**src/rtl/rrs_pkg.sv**
```systemverilog
// Shared types for the multi-rail reset sequencer.
package rrs_pkg;
    // Timer states: holding the system in reset, or running.
    typedef enum logic {
        ST_HOLD = 1'b0,
        ST_RUN  = 1'b1
    } rrs_state_e;
endpackage

```
**src/rtl/rrs_sync2.sv**
```systemverilog
// Two-flop synchronizer, W bits wide.
// Assumes each bit is an independent slow level; no bus coherency is implied.
module rrs_sync2 #(
    parameter int unsigned     W       = 1,
    parameter logic [W-1:0]    RST_VAL = '0
) (
    input  logic         clk,
    input  logic         rst_n,
    input  logic [W-1:0] d_async,
    output logic [W-1:0] q_sync
);
    logic [W-1:0] meta_q;

    // Two flop stages in series, loaded with RST_VAL during initialisation.
    always_ff @(posedge clk) begin
        if (!rst_n) begin
            meta_q <= RST_VAL;
            q_sync <= RST_VAL;
        end else begin
            meta_q <= d_async;
            q_sync <= meta_q;
        end
    end
endmodule

```
**src/rtl/rrs_run_filter.sv**
```systemverilog
// Asymmetric run-length filter. The output follows the input only after the
// input has disagreed with it for RISE_CYC (0->1) or FALL_CYC (1->0)
// consecutive cycles. Any agreeing sample clears the run.
// Assumes the input is already synchronous. The output resets to 0.
module rrs_run_filter #(
    parameter int unsigned RISE_CYC = 8,
    parameter int unsigned FALL_CYC = 4
) (
    input  logic clk,
    input  logic rst_n,
    input  logic level_in,
    output logic level_out
);
    localparam int unsigned MAXC = (RISE_CYC > FALL_CYC) ? RISE_CYC : FALL_CYC;
    localparam int unsigned CW   = $clog2(MAXC + 1);
    localparam logic [CW-1:0] RISE_LAST = CW'(RISE_CYC - 1);
    localparam logic [CW-1:0] FALL_LAST = CW'(FALL_CYC - 1);

    logic [CW-1:0] run_q;
    logic          run_done;

    // Current run has reached the threshold for the pending direction.
    always_comb begin
        run_done = level_out ? (run_q == FALL_LAST) : (run_q == RISE_LAST);
    end

    // Count disagreeing samples and flip the output at the threshold.
    always_ff @(posedge clk) begin
        if (!rst_n) begin
            level_out <= 1'b0;
            run_q     <= '0;
        end else if (level_in != level_out) begin
            if (run_done) begin
                level_out <= level_in;
                run_q     <= '0;
            end else begin
                run_q <= run_q + 1'b1;
            end
        end else begin
            run_q <= '0;
        end
    end
endmodule

```
**src/rtl/rrs_reset_timer.sv**
```systemverilog
// Reset timeout timer. Holds the system in reset while fault is high.
// Releases it after TIMEOUT_CYC consecutive fault-free cycles.
// Assumes fault is synchronous. Starts in the hold state.
module rrs_reset_timer
    import rrs_pkg::*;
#(
    parameter int unsigned TIMEOUT_CYC = 32
) (
    input  logic clk,
    input  logic rst_n,
    input  logic fault,
    output logic sys_rst_n
);
    localparam int unsigned   CW   = $clog2(TIMEOUT_CYC + 1);
    localparam logic [CW-1:0] LAST = CW'(TIMEOUT_CYC - 1);

    rrs_state_e    state_q;
    logic [CW-1:0] cnt_q;

    // Fault forces hold and clears the count; a full clean count releases.
    always_ff @(posedge clk) begin
        if (!rst_n) begin
            state_q <= ST_HOLD;
            cnt_q   <= '0;
        end else if (fault) begin
            state_q <= ST_HOLD;
            cnt_q   <= '0;
        end else if (state_q == ST_HOLD) begin
            if (cnt_q == LAST) begin
                state_q <= ST_RUN;
                cnt_q   <= '0;
            end else begin
                cnt_q <= cnt_q + 1'b1;
            end
        end
    end

    assign sys_rst_n = (state_q == ST_RUN);
endmodule

```
**src/rtl/rail_reset_supervisor.sv**
```systemverilog
// Multi-rail supervisor reset sequencer (top).
// Synchronizes the rail flags and the pushbutton, then qualifies each one
// with a run-length filter. The combined fault drives the timeout timer.
// Assumes the comparator flags are 1 when a rail is good and the pushbutton is
// 0 when pressed. Durations are in clk cycles.
module rail_reset_supervisor #(
    parameter int unsigned NUM_RAILS      = 3,
    parameter int unsigned RAIL_QUAL_CYC  = 8,
    parameter int unsigned GLITCH_CYC     = 4,
    parameter int unsigned MR_VALID_CYC   = 6,
    parameter int unsigned MR_RELEASE_CYC = 5,
    parameter int unsigned TIMEOUT_CYC    = 32
) (
    input  logic                 clk,
    input  logic                 rst_n,
    input  logic [NUM_RAILS-1:0] rail_en,
    input  logic [NUM_RAILS-1:0] rail_good_raw,
    input  logic                 mr_n_raw,
    output logic                 sys_rst_n
);
    logic [NUM_RAILS-1:0] rail_sync;
    logic [NUM_RAILS-1:0] rail_ok;
    logic                 mr_sync;
    logic                 mr_hold;
    logic                 fault;

    rrs_sync2 #(.W(NUM_RAILS), .RST_VAL('0)) u_rail_sync (
        .clk(clk), .rst_n(rst_n), .d_async(rail_good_raw), .q_sync(rail_sync)
    );

    rrs_sync2 #(.W(1), .RST_VAL(1'b1)) u_mr_sync (
        .clk(clk), .rst_n(rst_n), .d_async(mr_n_raw), .q_sync(mr_sync)
    );

    // One filter per rail: slow to trust a rail, quick to drop it.
    for (genvar i = 0; i < NUM_RAILS; i++) begin : g_rail
        rrs_run_filter #(.RISE_CYC(RAIL_QUAL_CYC), .FALL_CYC(GLITCH_CYC)) u_filt (
            .clk(clk), .rst_n(rst_n), .level_in(rail_sync[i]), .level_out(rail_ok[i])
        );
    end

    // Pushbutton filter: minimum press width, then debounced release.
    rrs_run_filter #(.RISE_CYC(MR_VALID_CYC), .FALL_CYC(MR_RELEASE_CYC)) u_mr_filt (
        .clk(clk), .rst_n(rst_n), .level_in(~mr_sync), .level_out(mr_hold)
    );

    // Any enabled rail not qualified, or a held press, is a fault.
    always_comb begin
        fault = (|(rail_en & ~rail_ok)) | mr_hold;
    end

    rrs_reset_timer #(.TIMEOUT_CYC(TIMEOUT_CYC)) u_timer (
        .clk(clk), .rst_n(rst_n), .fault(fault), .sys_rst_n(sys_rst_n)
    );
endmodule

```
**config.mk**
```make
export PLATFORM = sky130hd
export DESIGN_NAME = rail_reset_supervisor
export DESIGN_NICKNAME = d
export VERILOG_FILES = /design/src/rtl/rrs_pkg.sv /design/src/rtl/rrs_sync2.sv /design/src/rtl/rrs_run_filter.sv /design/src/rtl/rrs_reset_timer.sv /design/src/rtl/rail_reset_supervisor.sv
export SDC_FILE = /design/constraint.sdc
export NUM_CORES = 1
export LEC_CHECK = 0
export ABC_AREA = 1
export BUFFER_PORTS_ARGS = -buffer_cell sky130_fd_sc_hd__buf_2
export CORE_UTILIZATION = 50
export DETAILED_ROUTE_END_ITERATION = 12
export PLACE_DENSITY = 0.66
export SLEW_MARGIN = 25
export SYNTH_ARGS = -nofsm -noshare
export SYNTH_HDL_FRONTEND = slang
export SYNTH_HIERARCHICAL = 1
export SYNTH_SLANG_ARGS = --single-unit
export TNS_END_PERCENT = 50
```
**constraint.sdc**
```tcl
create_clock -name clk -period 1.5 [get_ports clk]
set_clock_uncertainty 0.15 [all_clocks]
set_input_delay 0.375 -clock clk [delete_from_list [all_inputs] [get_ports clk]]
set_output_delay 0.375 -clock clk [all_outputs]
set_load 0.02 [all_outputs]
```
==> flow_summary.html, run 1 <==
<table>
<tr><th>Metric</th><th>Value</th></tr>
<tr><th colspan="2">Run status</th></tr>
<tr><td>Result of the run</td><td>complete, no violations</td></tr>
<tr><th colspan="2">Power and ir drop</th></tr>
<tr><td>Clock Power Share</td><td>0.383</td></tr>
<tr><td>Part of the total power dissipated in combinational logic</td><td>0.036</td></tr>
<tr><td>Net switching power</td><td>0.327 mW</td></tr>
<tr><td>Power density over the cells</td><td>957 nW/µm²</td></tr>
<tr><td>Sequential fraction of design power</td><td>0.582</td></tr>
<tr><td>Maximum vdd ir drop</td><td>0.000848 V</td></tr>
<tr><td>Leakage power of the design</td><td>0.789 nW</td></tr>
<tr><td>Switching part of the total</td><td>0.206</td></tr>
<tr><td>Internal power consumption</td><td>1.26 mW</td></tr>
<tr><th colspan="2">Global route</th></tr>
<tr><td>Wire length of the first global-routing pass</td><td>3990 µm</td></tr>
<tr><td>Global route total overflow</td><td>0</td></tr>
<tr><td>Overall fraction of global-route tracks in use</td><td>0.161</td></tr>
<tr><td>Via count of the first global-routing pass</td><td>1,036</td></tr>
<tr><td>Initial antenna violation count</td><td>0</td></tr>
<tr><td>Largest net degree at the start of global routing</td><td>12</td></tr>
<tr><th colspan="2">STA</th></tr>
<tr><td>Final hold violations</td><td>0</td></tr>
<tr><td>Max-slew violation total from the final report</td><td>0</td></tr>
<tr><td>Slew @ Worst Pin</td><td>0.197 ns</td></tr>
<tr><td>Achievable clock frequency</td><td>706 MHz</td></tr>
<tr><td>Total Neg Setup Slack</td><td>0 ns</td></tr>
<tr><td>Final Hold Slack</td><td>0.0661 ns</td></tr>
<tr><td>Worst slew margin</td><td>0.869</td></tr>
<tr><td>Final setup viols</td><td>0</td></tr>
<tr><td>Final clock period utilization by the worst path</td><td>0.945</td></tr>
<tr><td>Setup WS post-layout</td><td>0.0831 ns</td></tr>
<tr><td>Final worst path period need</td><td>1.42 ns</td></tr>
<tr><td>Unrepaired setup endpoints after global routing</td><td>no</td></tr>
<tr><th colspan="2">Cells and area</th></tr>
<tr><td>Final standard cell utilization of the core</td><td>0.596</td></tr>
<tr><td>Proportion of layout cells with a drive suffix above 1</td><td>0.152</td></tr>
<tr><td>Fill count</td><td>271</td></tr>
<tr><td>Final #Nets</td><td>237</td></tr>
<tr><td>Synth-to-layout area growth</td><td>11.4%</td></tr>
<tr><td>Antenna cell count</td><td>0</td></tr>
<tr><td>Summed area of non-filler cells in the final layout</td><td>1660 µm²</td></tr>
<tr><th colspan="2">Die</th></tr>
<tr><td>Overall die width</td><td>56.5 µm</td></tr>
<tr><td>Vert. Die Dim</td><td>56.5 µm</td></tr>
<tr><td>Top-Level Pins</td><td>10</td></tr>
<tr><td>Core footprint</td><td>2780 µm²</td></tr>
<tr><td>Initial core utilization</td><td>0.535</td></tr>
<tr><td>Cell Rows</td><td>19</td></tr>
<tr><td>Die area</td><td>3200 µm²</td></tr>
<tr><th colspan="2">Drt</th></tr>
<tr><td>First-pass iteration count of the detailed router</td><td>4</td></tr>
<tr><td>Total length of routed wires</td><td>2230 µm</td></tr>
<tr><td>Via total after detailed routing</td><td>1,181</td></tr>
<tr><td>Per-cell via count in the routed design</td><td>4.63</td></tr>
<tr><td>Routed wire per std cell</td><td>8.73 µm</td></tr>
<tr><td>Antenna Nets Post-Route</td><td>0</td></tr>
<tr><td>DR iter-0 viols</td><td>26</td></tr>
<tr><td>DRC</td><td>0</td></tr>
<tr><th colspan="2">Placed design</th></tr>
<tr><td>DP Worst Slack</td><td>0.201 ns</td></tr>
<tr><td>Port bufs</td><td>9</td></tr>
<tr><td>Final estimated routing congestion in global placement</td><td>0.825</td></tr>
<tr><td>HPWL after detailed placement</td><td>1750 µm</td></tr>
<tr><td>Instance area after placement</td><td>1580 µm²</td></tr>
<tr><th colspan="2">Logic synthesis</th></tr>
<tr><td>Area share of the leading cell type in the synthesized netlist</td><td>0.458</td></tr>
<tr><td>Post-synthesis average cell area</td><td>7.22 µm²</td></tr>
<tr><td>Library cell occupying the most area in the post-synthesis netlist</td><td>sky130_fd_sc_hd__dfxtp_1</td></tr>
<tr><td>Syn Std Cell Area</td><td>1490 µm²</td></tr>
<tr><td>Leading cell types by total area after synthesis</td><td>sky130_fd_sc_hd__dfxtp_1 46%, sky130_fd_sc_hd__nand2_1 12%, sky130_fd_sc_hd__nor2_1 11%</td></tr>
<tr><td>Yosys cell types</td><td>17</td></tr>
<tr><td>Synthesis warning total</td><td>6</td></tr>
<tr><td>Sequential-to-total area share from yosys stat</td><td>0.458</td></tr>
<tr><td>Mapped Cells</td><td>206</td></tr>
<tr><td>Total of flip-flops plus latches after synthesis</td><td>34</td></tr>
<tr><td>Synth Net Count</td><td>220</td></tr>
<tr><th colspan="2">Clock tree</th></tr>
<tr><td>Clock input transition at the sequential cells of the worst setup and hold paths</td><td>0.09 ns</td></tr>
<tr><td>Buffer count from post-CTS setup fixing</td><td>0</td></tr>
<tr><td>Clock tree from TritonCTS</td><td>done</td></tr>
<tr><td>Number of buffers inserted during clock tree synthesis</td><td>5</td></tr>
<tr><td>Resize count post-CTS</td><td>0</td></tr>
<tr><td>Clock tree sinks</td><td>34</td></tr>
<tr><td>Clock tree buffer depth</td><td>2</td></tr>
<tr><td>CTS H-tree depth</td><td>2</td></tr>
<tr><td>Clock latency of the later-clocked register in the worst-skew pair</td><td>0.32 ns</td></tr>
<tr><td>Root cell of the clock tree</td><td>sky130_fd_sc_hd__clkbuf_4</td></tr>
<tr><td>Number of buffers inserted for hold repair after clock tree synthesis</td><td>0</td></tr>
<tr><th colspan="2">Critical path</th></tr>
<tr><td>Crit Path Max Fanout</td><td>4</td></tr>
<tr><td>Crit path max-delay family</td><td>flip-flops</td></tr>
<tr><td>Crit-path cells</td><td>buf_2</td></tr>
<tr><td>Delay of the slowest cell on the worst path</td><td>0.39 ns</td></tr>
<tr><td>Required time of the worst setup path</td><td>0.97 ns</td></tr>
<tr><td>Data arrival time of the critical path</td><td>0.89 ns</td></tr>
<tr><td>Setup CP Type</td><td>reg2out</td></tr>
<tr><td>Library cell contributing the largest single delay on the critical path</td><td>sky130_fd_sc_hd__dfxtp_1</td></tr>
<tr><td>Worst path buffer plus inverter count</td><td>1</td></tr>
<tr><td>Setup crit end kind</td><td>primary output</td></tr>
<tr><td>Startpoint kind of the worst setup timing path</td><td>flop</td></tr>
<tr><th colspan="2">Job</th></tr>
<tr><td>Total of max-cap violations</td><td>0</td></tr>
<tr><th colspan="2">Hold path</th></tr>
<tr><td>Class of the tightest hold or removal check</td><td>in2reg</td></tr>
</table>
## cells by family (layout without fill, tap and decap cells)
kind of cell,count (synthesis),count (layout),share of synthesized area
buffers and inverters,39,57,0.0984
and+or+nand+nor,112,112,0.324
DFF,34,34,0.458
adders and majority gates,5,5,0.0421
AOI/OAI and AO/OA,9,9,0.0370
xor gates and xnor gates,7,7,0.0412
## cell type report
cell class                 count  area (µm²)  share of cell area
sequential                    34         681               0.411
multi-input combinational    133         661               0.398
inverter                      39         146              0.0883
clock buffer                   8        78.8              0.0475
timing repair buffer          10        52.6              0.0317
tap                           31        38.8              0.0234
## sequential cells by signal, summed over array words and instances, names as in the netlist
name,flops
g_rail.u_filt/run_q,12
u_timer/cnt_q,6
g_rail.u_filt/level_out,3
u_mr_filt/run_q,3
u_rail_sync/meta_q,3
u_rail_sync/q_sync,3
u_mr_filt/level_out,1
u_mr_sync/meta_q,1
u_mr_sync/q_sync,1
u_timer/sys_rst_n,1
## per-layer routing
metal | track usage | wire [µm] | vias up
li1 | - | - | 642
met1 | 0.176 | 1020 | 521
met2 | 0.277 | 1090 | 13
met3 | 0.0484 | 69 | 5
met4 | 0.0836 | 39 | 0
met5 | 0 | 0 | -
## through the flow
step / instances / total power [mW]
6_report: 255 / 1.59
3_3_place_gp: 247 / 0.999
4_1_cts: 255 / 1.62
3_5_place_dp: 247 / 1.00
2_1_floorplan: 206 / 0.976
5_1_grt: 255 / 1.66
## synth_stat cells
library cell and instances:
sky130_fd_sc_hd__a21oi_1 2, sky130_fd_sc_hd__a21oi_2 1, sky130_fd_sc_hd__and2_1 1, sky130_fd_sc_hd__dfxtp_1 34, sky130_fd_sc_hd__ha_1 5, sky130_fd_sc_hd__inv_1 37, sky130_fd_sc_hd__inv_2 2, sky130_fd_sc_hd__nand2_1 48
sky130_fd_sc_hd__nand2_2 8, sky130_fd_sc_hd__nand3_1 9, sky130_fd_sc_hd__nand3_2 2, sky130_fd_sc_hd__nor2_1 42, sky130_fd_sc_hd__nor2_4 2, sky130_fd_sc_hd__o21ai_1 5, sky130_fd_sc_hd__o21bai_2 1, sky130_fd_sc_hd__xnor2_1 4
sky130_fd_sc_hd__xor2_1 3
## power by group through the flow
stage | Combinational, mW | Sequential [mW] | Clock [mW]
floorplan | 0.0333 | 0.943 | 0
global placement | 0.0548 | 0.944 | 0
detailed placement | 0.0576 | 0.944 | 0
CTS | 0.0577 | 0.924 | 0.637
global route | 0.0660 | 0.926 | 0.672
finish | 0.0566 | 0.923 | 0.607
## worst paths after layout
path              cells past startpoint                       from                          to  slack (ns)
setup / recovery                      1          u_timer/sys_rst_n                   sys_rst_n        0.08
hold / removal                        3                   mr_n_raw            u_mr_sync/meta_q        0.07
setup reg to reg                      6  g_rail[2].u_filt/run_q[0]  g_rail[2].u_filt/level_out        0.24
hold reg to reg                       2      u_rail_sync/meta_q[1]       u_rail_sync/q_sync[1]        0.26
## layout by cell type, fill, tap and decap left out, drive strengths merged
master  instances
a21oi           3
and2            1
buf            10
clkbuf          8
dfxtp          34
ha              5
inv            39
nand2          56
nand3          11
nor2           44
o21ai           5
o21bai          1
xnor2           4
xor2            3
No activity file was read; power rests on OpenSTA's default activity.
==> run 2: changes to the inputs <==
Settings changed: CORE_MARGIN set to 4.
==> run 2 against run 1 <==
Sequential power hardly changed. First-iteration DRC count is 110% higher. Combinational power is 1% higher. Via count rose by 1.4%.
==> flow_summary.html, run 2 (synthesis results as in run 1) <==
<table>
<tr><th>Metric</th><th>Value</th></tr>
<tr><th colspan="2">Clock tree</th></tr>
<tr><td>Clock tree from TritonCTS</td><td>done</td></tr>
<tr><td>Clock tree sinks</td><td>34</td></tr>
<tr><td>CTS H-tree depth</td><td>2</td></tr>
<tr><td>Clock input transition at the sequential cells of the worst setup and hold paths</td><td>0.11 ns</td></tr>
<tr><td>Number of buffers inserted during clock tree synthesis</td><td>5</td></tr>
<tr><td>Clock tree buffer depth</td><td>2</td></tr>
<tr><td>Resize count post-CTS</td><td>0</td></tr>
<tr><td>Clock latency of the later-clocked register in the worst-skew pair</td><td>0.34 ns</td></tr>
<tr><td>Buffer count from post-CTS setup fixing</td><td>0</td></tr>
<tr><td>Root cell of the clock tree</td><td>sky130_fd_sc_hd__clkbuf_4</td></tr>
<tr><td>Number of buffers inserted for hold repair after clock tree synthesis</td><td>0</td></tr>
<tr><th colspan="2">Cells and area</th></tr>
<tr><td>Largest registers</td><td>g_rail.u_filt/run_q x12, u_timer/cnt_q x6</td></tr>
<tr><td>Antenna cell count</td><td>0</td></tr>
<tr><td>Proportion of layout cells with a drive suffix above 1</td><td>0.143</td></tr>
<tr><td>Final standard cell count with taps included and fillers excluded</td><td>255</td></tr>
<tr><td>Number of flip-flops under the largest register name</td><td>12</td></tr>
<tr><td>Commonest non-fill, non-tap cell in the layout</td><td>sky130_fd_sc_hd__nand2_1</td></tr>
<tr><td>Register with the highest flop count</td><td>g_rail.u_filt/run_q</td></tr>
<tr><td>Synth-to-layout area growth</td><td>11.2%</td></tr>
<tr><td>Final #Nets</td><td>237</td></tr>
<tr><td>Top library cells by usage in the layout, fill and taps aside</td><td>48 x sky130_fd_sc_hd__nand2_1, 42 x sky130_fd_sc_hd__nor2_1, 37 x sky130_fd_sc_hd__inv_1</td></tr>
<tr><th colspan="2">Placed design</th></tr>
<tr><td>Port bufs</td><td>9</td></tr>
<tr><td>DP Worst Slack</td><td>0.195 ns</td></tr>
<tr><td>HPWL after detailed placement</td><td>1850 µm</td></tr>
<tr><td>Final estimated routing congestion in global placement</td><td>0.832</td></tr>
<tr><td>Cells after DPL</td><td>247</td></tr>
<tr><th colspan="2">STA</th></tr>
<tr><td>Worst slew margin</td><td>0.864</td></tr>
<tr><td>Final worst path period need</td><td>1.45 ns</td></tr>
<tr><td>Max-slew violation total from the final report</td><td>0</td></tr>
<tr><td>Achievable clock frequency</td><td>689 MHz</td></tr>
<tr><td>Slew @ Worst Pin</td><td>0.204 ns</td></tr>
<tr><td>Final clock period utilization by the worst path</td><td>0.968</td></tr>
<tr><td>Unrepaired setup endpoints after global routing</td><td>no</td></tr>
<tr><td>Setup WS post-layout</td><td>0.0484 ns</td></tr>
<tr><td>Total Neg Setup Slack</td><td>0 ns</td></tr>
<tr><td>Final Hold Slack</td><td>0.0600 ns</td></tr>
<tr><td>Final setup viols</td><td>0</td></tr>
<tr><td>Final hold violations</td><td>0</td></tr>
<tr><th colspan="2">Drt</th></tr>
<tr><td>DR iter-0 viols</td><td>54</td></tr>
<tr><td>Total length of routed wires</td><td>2480 µm</td></tr>
<tr><td>Antenna Nets Post-Route</td><td>0</td></tr>
<tr><td>Via total after detailed routing</td><td>1,197</td></tr>
<tr><td>First-pass iteration count of the detailed router</td><td>5</td></tr>
<tr><td>Per-cell via count in the routed design</td><td>4.69</td></tr>
<tr><td>DRC</td><td>0</td></tr>
<tr><td>Routed wire per std cell</td><td>9.74 µm</td></tr>
<tr><th colspan="2">Die</th></tr>
<tr><td>Core footprint</td><td>2810 µm²</td></tr>
<tr><td>Initial core utilization</td><td>0.530</td></tr>
<tr><td>Die area</td><td>3910 µm²</td></tr>
<tr><td>Vert. Die Dim</td><td>62.5 µm</td></tr>
<tr><td>Cell Rows</td><td>19</td></tr>
<tr><td>Top-Level Pins</td><td>10</td></tr>
<tr><td>Overall die width</td><td>62.5 µm</td></tr>
<tr><th colspan="2">Critical path</th></tr>
<tr><td>Delay of the slowest cell on the worst path</td><td>0.40 ns</td></tr>
<tr><td>Setup slack, reg-to-reg</td><td>0.15 ns</td></tr>
<tr><td>Worst Reg2Reg Path Length in Cells</td><td>6</td></tr>
<tr><td>Crit Path Max Fanout</td><td>4</td></tr>
<tr><td>Crit-path cells</td><td>buf_2</td></tr>
<tr><td>Setup crit end kind</td><td>primary output</td></tr>
<tr><td>Reg-to-reg endpoint</td><td>g_rail[0].u_filt/level_out</td></tr>
<tr><td>Required time of the worst setup path</td><td>0.97 ns</td></tr>
<tr><td>Crit path max-delay family</td><td>flip-flops</td></tr>
<tr><td>Library cell contributing the largest single delay on the critical path</td><td>sky130_fd_sc_hd__dfxtp_1</td></tr>
<tr><td>Setup CP Type</td><td>reg2out</td></tr>
<tr><td>Worst reg2reg path startpoint</td><td>g_rail[0].u_filt/run_q[0]</td></tr>
<tr><td>Worst path buffer plus inverter count</td><td>1</td></tr>
<tr><td>Data arrival time of the critical path</td><td>0.93 ns</td></tr>
<tr><td>Startpoint kind of the worst setup timing path</td><td>flop</td></tr>
<tr><th colspan="2">Global route</th></tr>
<tr><td>Wire length of the first global-routing pass</td><td>4460 µm</td></tr>
<tr><td>Overall fraction of global-route tracks in use</td><td>0.140</td></tr>
<tr><td>Initial antenna violation count</td><td>0</td></tr>
<tr><td>Global route total overflow</td><td>0</td></tr>
<tr><td>Via count of the first global-routing pass</td><td>1,185</td></tr>
<tr><td>Largest net degree at the start of global routing</td><td>12</td></tr>
<tr><th colspan="2">Power and ir drop</th></tr>
<tr><td>Internal power consumption</td><td>1.29 mW</td></tr>
<tr><td>Switching part of the total</td><td>0.207</td></tr>
<tr><td>Maximum vdd ir drop</td><td>0.000769 V</td></tr>
<tr><td>Part of the total power dissipated in combinational logic</td><td>0.035</td></tr>
<tr><td>Sum of internal, switching and leakage power</td><td>1.63 mW</td></tr>
<tr><td>Leakage power of the design</td><td>0.784 nW</td></tr>
<tr><td>Net switching power</td><td>0.338 mW</td></tr>
<tr><td>Sequential fraction of design power</td><td>0.566</td></tr>
<tr><td>Clock Power Share</td><td>0.398</td></tr>
<tr><td>Power density over the cells</td><td>986 nW/µm²</td></tr>
<tr><th colspan="2">Hold path</th></tr>
<tr><td>Hold Crit Depth</td><td>3</td></tr>
<tr><td>Hold Path End</td><td>u_mr_sync/meta_q</td></tr>
<tr><td>Class of the tightest hold or removal check</td><td>in2reg</td></tr>
<tr><td>Hold Crit Start</td><td>mr_n_raw</td></tr>
<tr><th colspan="2">Job</th></tr>
<tr><td>Total of max-cap violations</td><td>0</td></tr>
<tr><th colspan="2">Run status</th></tr>
<tr><td>Result of the run</td><td>complete, no violations</td></tr>
</table>
-- run 2: cell count changes in the layout (fill, tap and decap cells not counted), sizes merged --
cell and delta:
bufinv +1, clkbuf -1
-- run 2: stage by stage --
stage / utilization / cell area, µm²
global placement: 0.563 / 1580
global route: 0.590 / 1650
finish: 0.590 / 1650
floorplan: - / 1490
CTS: 0.590 / 1650
detailed placement: 0.563 / 1580
-- run 2: worst max-delay path by stage --
| stage | from | to | slack [ns] | depth (start not counted) |
|---|---|---|---|---|
| 2_1_floorplan | g_rail[0].u_filt/run_q[0] | g_rail[0].u_filt/run_q[3] | 0.36 | 6 |
| 3_5_place_dp | rail_en[2] | u_timer/cnt_q[0] | 0.19 | 6 |
| 6_report | u_timer/sys_rst_n | sys_rst_n | 0.05 | 1 |
| 4_1_cts | u_timer/sys_rst_n | sys_rst_n | 0.03 | 1 |
| 5_1_grt | u_timer/sys_rst_n | sys_rst_n | 0.002 | 1 |
| 3_3_place_gp | rail_en[2] | u_timer/cnt_q[5] | 0.22 | 6 |
-- run 2: per-layer routing --
metal | routed length (µm) | part of all wire | track usage | vias up
li1 | - | - | - | 643
met1 | 1160 | 0.47 | 0.155 | 521
met2 | 1140 | 0.46 | 0.233 | 27
met3 | 128 | 0.052 | 0.0414 | 6
met4 | 47 | 0.019 | 0.0882 | 0
met5 | 0 | 0 | 0 | -
-- run 2: power by group through the flow --
stage                     Combinational [mW]  Sequential [mW]  Clock (mW)
after CTS                             0.0575            0.924       0.670
after global placement                0.0552            0.944           0
after detailed placement              0.0573            0.945           0
final                                 0.0573            0.924       0.650
after global routing                  0.0666            0.926       0.708
after floorplan                       0.0333            0.943           0
-- run 2: final cells by class --
class / instances / area [µm²]
clock inverters: 1 / 30.0
repair buffers: 10 / 52.6
inverters: 39 / 146
clock buffers: 7 / 45.0
fillers: 262 / 1150
well taps: 31 / 38.8
multi-input cells: 133 / 661
flip-flops and latches: 34 / 681
==> run 3: changes to the inputs <==
Settings changed: CORE_MARGIN 4 to 5.
==> run 3 against run 2 <==
Clock power shrank 22%. Total power shrank 9.0%. Combinational power shrank 1%. Sequential power is essentially flat. Design area shrank 0.91%. Final cell count is the same. Clock-buffer cell count is the same. Critical path depth is the same. Sequential cell count is the same. Setup slack gained 0.031 ns. Global-route usage shrank 0.84 points.
==> flow_summary.html, run 3 (synthesis results as in run 1) <==
<table>
<tr><th>Metric</th><th>Value</th></tr>
<tr><th colspan="2">STA</th></tr>
<tr><td>Final setup viols</td><td>0</td></tr>
<tr><td>Achievable clock frequency</td><td>704 MHz</td></tr>
<tr><td>Max-slew violation total from the final report</td><td>0</td></tr>
<tr><td>Final worst path period need</td><td>1.42 ns</td></tr>
<tr><td>Total Neg Setup Slack</td><td>0 ns</td></tr>
<tr><td>Setup WS post-layout</td><td>0.0796 ns</td></tr>
<tr><td>Worst slew margin</td><td>0.855</td></tr>
<tr><td>Slew @ Worst Pin</td><td>0.217 ns</td></tr>
<tr><td>Unrepaired setup endpoints after global routing</td><td>no</td></tr>
<tr><td>Final hold violations</td><td>0</td></tr>
<tr><td>Final clock period utilization by the worst path</td><td>0.947</td></tr>
<tr><th colspan="2">Cells and area</th></tr>
<tr><td>Summed area of non-filler cells in the final layout</td><td>1640 µm²</td></tr>
<tr><td>Number of flip-flops under the largest register name</td><td>12</td></tr>
<tr><td>Final #Nets</td><td>237</td></tr>
<tr><td>Top library cells by usage in the layout, fill and taps aside</td><td>48 x sky130_fd_sc_hd__nand2_1, 42 x sky130_fd_sc_hd__nor2_1, 37 x sky130_fd_sc_hd__inv_1</td></tr>
<tr><td>Antenna cell count</td><td>0</td></tr>
<tr><td>Synth-to-layout area growth</td><td>10.2%</td></tr>
<tr><td>Largest registers</td><td>g_rail.u_filt/run_q x12, u_timer/cnt_q x6</td></tr>
<tr><td>Proportion of layout cells with a drive suffix above 1</td><td>0.147</td></tr>
<tr><td>Register with the highest flop count</td><td>g_rail.u_filt/run_q</td></tr>
<tr><td>Commonest non-fill, non-tap cell in the layout</td><td>sky130_fd_sc_hd__nand2_1</td></tr>
<tr><th colspan="2">Placed design</th></tr>
<tr><td>Instance area after placement</td><td>1580 µm²</td></tr>
<tr><td>DP Worst Slack</td><td>0.193 ns</td></tr>
<tr><td>Final estimated routing congestion in global placement</td><td>0.819</td></tr>
<tr><td>Port bufs</td><td>9</td></tr>
<tr><td>HPWL after detailed placement</td><td>1840 µm</td></tr>
<tr><th colspan="2">Global route</th></tr>
<tr><td>Largest net degree at the start of global routing</td><td>12</td></tr>
<tr><td>Overall fraction of global-route tracks in use</td><td>0.132</td></tr>
<tr><td>Initial antenna violation count</td><td>0</td></tr>
<tr><td>Wire length of the first global-routing pass</td><td>4330 µm</td></tr>
<tr><td>Global route total overflow</td><td>0</td></tr>
<tr><td>Via count of the first global-routing pass</td><td>1,110</td></tr>
<tr><th colspan="2">Hold path</th></tr>
<tr><td>Hold Path End</td><td>u_mr_sync/meta_q</td></tr>
<tr><td>Class of the tightest hold or removal check</td><td>in2reg</td></tr>
<tr><td>Hold Crit Depth</td><td>3</td></tr>
<tr><td>Hold Crit Start</td><td>mr_n_raw</td></tr>
<tr><th colspan="2">Critical path</th></tr>
<tr><td>Crit Path Max Fanout</td><td>4</td></tr>
<tr><td>Setup CP Type</td><td>reg2out</td></tr>
<tr><td>Library cell contributing the largest single delay on the critical path</td><td>sky130_fd_sc_hd__dfxtp_1</td></tr>
<tr><td>Worst path buffer plus inverter count</td><td>1</td></tr>
<tr><td>Required time of the worst setup path</td><td>0.97 ns</td></tr>
<tr><td>Critical path origin</td><td>u_timer/sys_rst_n</td></tr>
<tr><td>Setup slack, reg-to-reg</td><td>0.22 ns</td></tr>
<tr><td>Reg-to-reg endpoint</td><td>g_rail[0].u_filt/level_out</td></tr>
<tr><td>Crit path max-delay family</td><td>flip-flops</td></tr>
<tr><td>Delay of the slowest cell on the worst path</td><td>0.39 ns</td></tr>
<tr><td>Data arrival time of the critical path</td><td>0.90 ns</td></tr>
<tr><td>Worst Reg2Reg Path Length in Cells</td><td>6</td></tr>
<tr><td>Setup crit end kind</td><td>primary output</td></tr>
<tr><td>Worst reg2reg path startpoint</td><td>g_rail[0].u_filt/run_q[0]</td></tr>
<tr><td>Crit-path cells</td><td>buf_2</td></tr>
<tr><td>Startpoint kind of the worst setup timing path</td><td>flop</td></tr>
<tr><th colspan="2">Die</th></tr>
<tr><td>Initial core utilization</td><td>0.530</td></tr>
<tr><td>Vert. Die Dim</td><td>64.5 µm</td></tr>
<tr><td>Overall die width</td><td>64.5 µm</td></tr>
<tr><td>Die area</td><td>4170 µm²</td></tr>
<tr><td>Top-Level Pins</td><td>10</td></tr>
<tr><td>Core footprint</td><td>2810 µm²</td></tr>
<tr><td>Cell Rows</td><td>19</td></tr>
<tr><th colspan="2">Drt</th></tr>
<tr><td>Via total after detailed routing</td><td>1,170</td></tr>
<tr><td>Per-cell via count in the routed design</td><td>4.59</td></tr>
<tr><td>Total length of routed wires</td><td>2300 µm</td></tr>
<tr><td>First-pass iteration count of the detailed router</td><td>4</td></tr>
<tr><td>DR iter-0 viols</td><td>44</td></tr>
<tr><td>Antenna Nets Post-Route</td><td>0</td></tr>
<tr><td>Routed wire per std cell</td><td>9.03 µm</td></tr>
<tr><td>DRC</td><td>0</td></tr>
<tr><th colspan="2">Power and ir drop</th></tr>
<tr><td>Sum of internal, switching and leakage power</td><td>1.49 mW</td></tr>
<tr><td>Power density over the cells</td><td>906 nW/µm²</td></tr>
<tr><td>Maximum vdd ir drop</td><td>0.000434 V</td></tr>
<tr><td>Leakage power of the design</td><td>0.780 nW</td></tr>
<tr><th colspan="2">Clock tree</th></tr>
<tr><td>Resize count post-CTS</td><td>0</td></tr>
<tr><td>Clock tree buffer depth</td><td>2</td></tr>
<tr><td>Clock latency of the later-clocked register in the worst-skew pair</td><td>0.32 ns</td></tr>
<tr><td>Clock input transition at the sequential cells of the worst setup and hold paths</td><td>0.09 ns</td></tr>
<tr><td>Number of buffers inserted for hold repair after clock tree synthesis</td><td>0</td></tr>
<tr><td>Root cell of the clock tree</td><td>sky130_fd_sc_hd__clkbuf_4</td></tr>
<tr><td>Number of buffers inserted during clock tree synthesis</td><td>5</td></tr>
<tr><td>Buffer count from post-CTS setup fixing</td><td>0</td></tr>
<tr><td>Clock tree sinks</td><td>34</td></tr>
<tr><td>CTS H-tree depth</td><td>2</td></tr>
<tr><td>Clock tree from TritonCTS</td><td>done</td></tr>
<tr><th colspan="2">Run status</th></tr>
<tr><td>Result of the run</td><td>complete, no violations</td></tr>
<tr><th colspan="2">Job</th></tr>
<tr><td>Total of max-cap violations</td><td>0</td></tr>
</table>
## run 3: through the flow
step            util  cells  hold slack [ns]
3_3_place_gp   0.563    247            0.237
3_5_place_dp   0.563    247            0.249
4_1_cts        0.584    255           0.0572
6_report       0.584    255           0.0705
5_1_grt        0.584    255           0.0522
2_1_floorplan      -    206            0.230
## run 3: power breakdown
group	internal (mW)	switching, mW
combinational	0.0236	0.0328
sequential	0.916	0.00748
clock	0.227	0.278
total	1.17	0.319
## run 3: worst max path at each step
stage	endpoint	slack [ns]	depth (start not counted)
after floorplan	g_rail[0].u_filt/run_q[3]	0.36	6
after global placement	u_timer/cnt_q[5]	0.22	6
after detailed placement	u_timer/cnt_q[5]	0.19	6
after CTS	sys_rst_n	0.05	1
after global routing	sys_rst_n	0.02	1
final	sys_rst_n	0.08	1
## run 3: metal layers
| metal | wire (µm) | global-route usage | up-vias |
|---|---|---|---|
| met5 | 0 | 0 | - |
| met4 | 31 | 0.0633 | 0 |
| met3 | 82 | 0.0415 | 4 |
| met2 | 1150 | 0.227 | 14 |
| met1 | 1040 | 0.147 | 509 |
| li1 | - | - | 643 |
## run 3: final cells by class
type / count / area (µm²)
tap: 31 / 38.8
inverter: 39 / 146
sequential: 34 / 681
timing repair buffer: 10 / 52.6
fill: 271 / 1170
clock inverter: 1 / 5.00
multi-input combinational: 133 / 661
clock buffer: 7 / 55.1
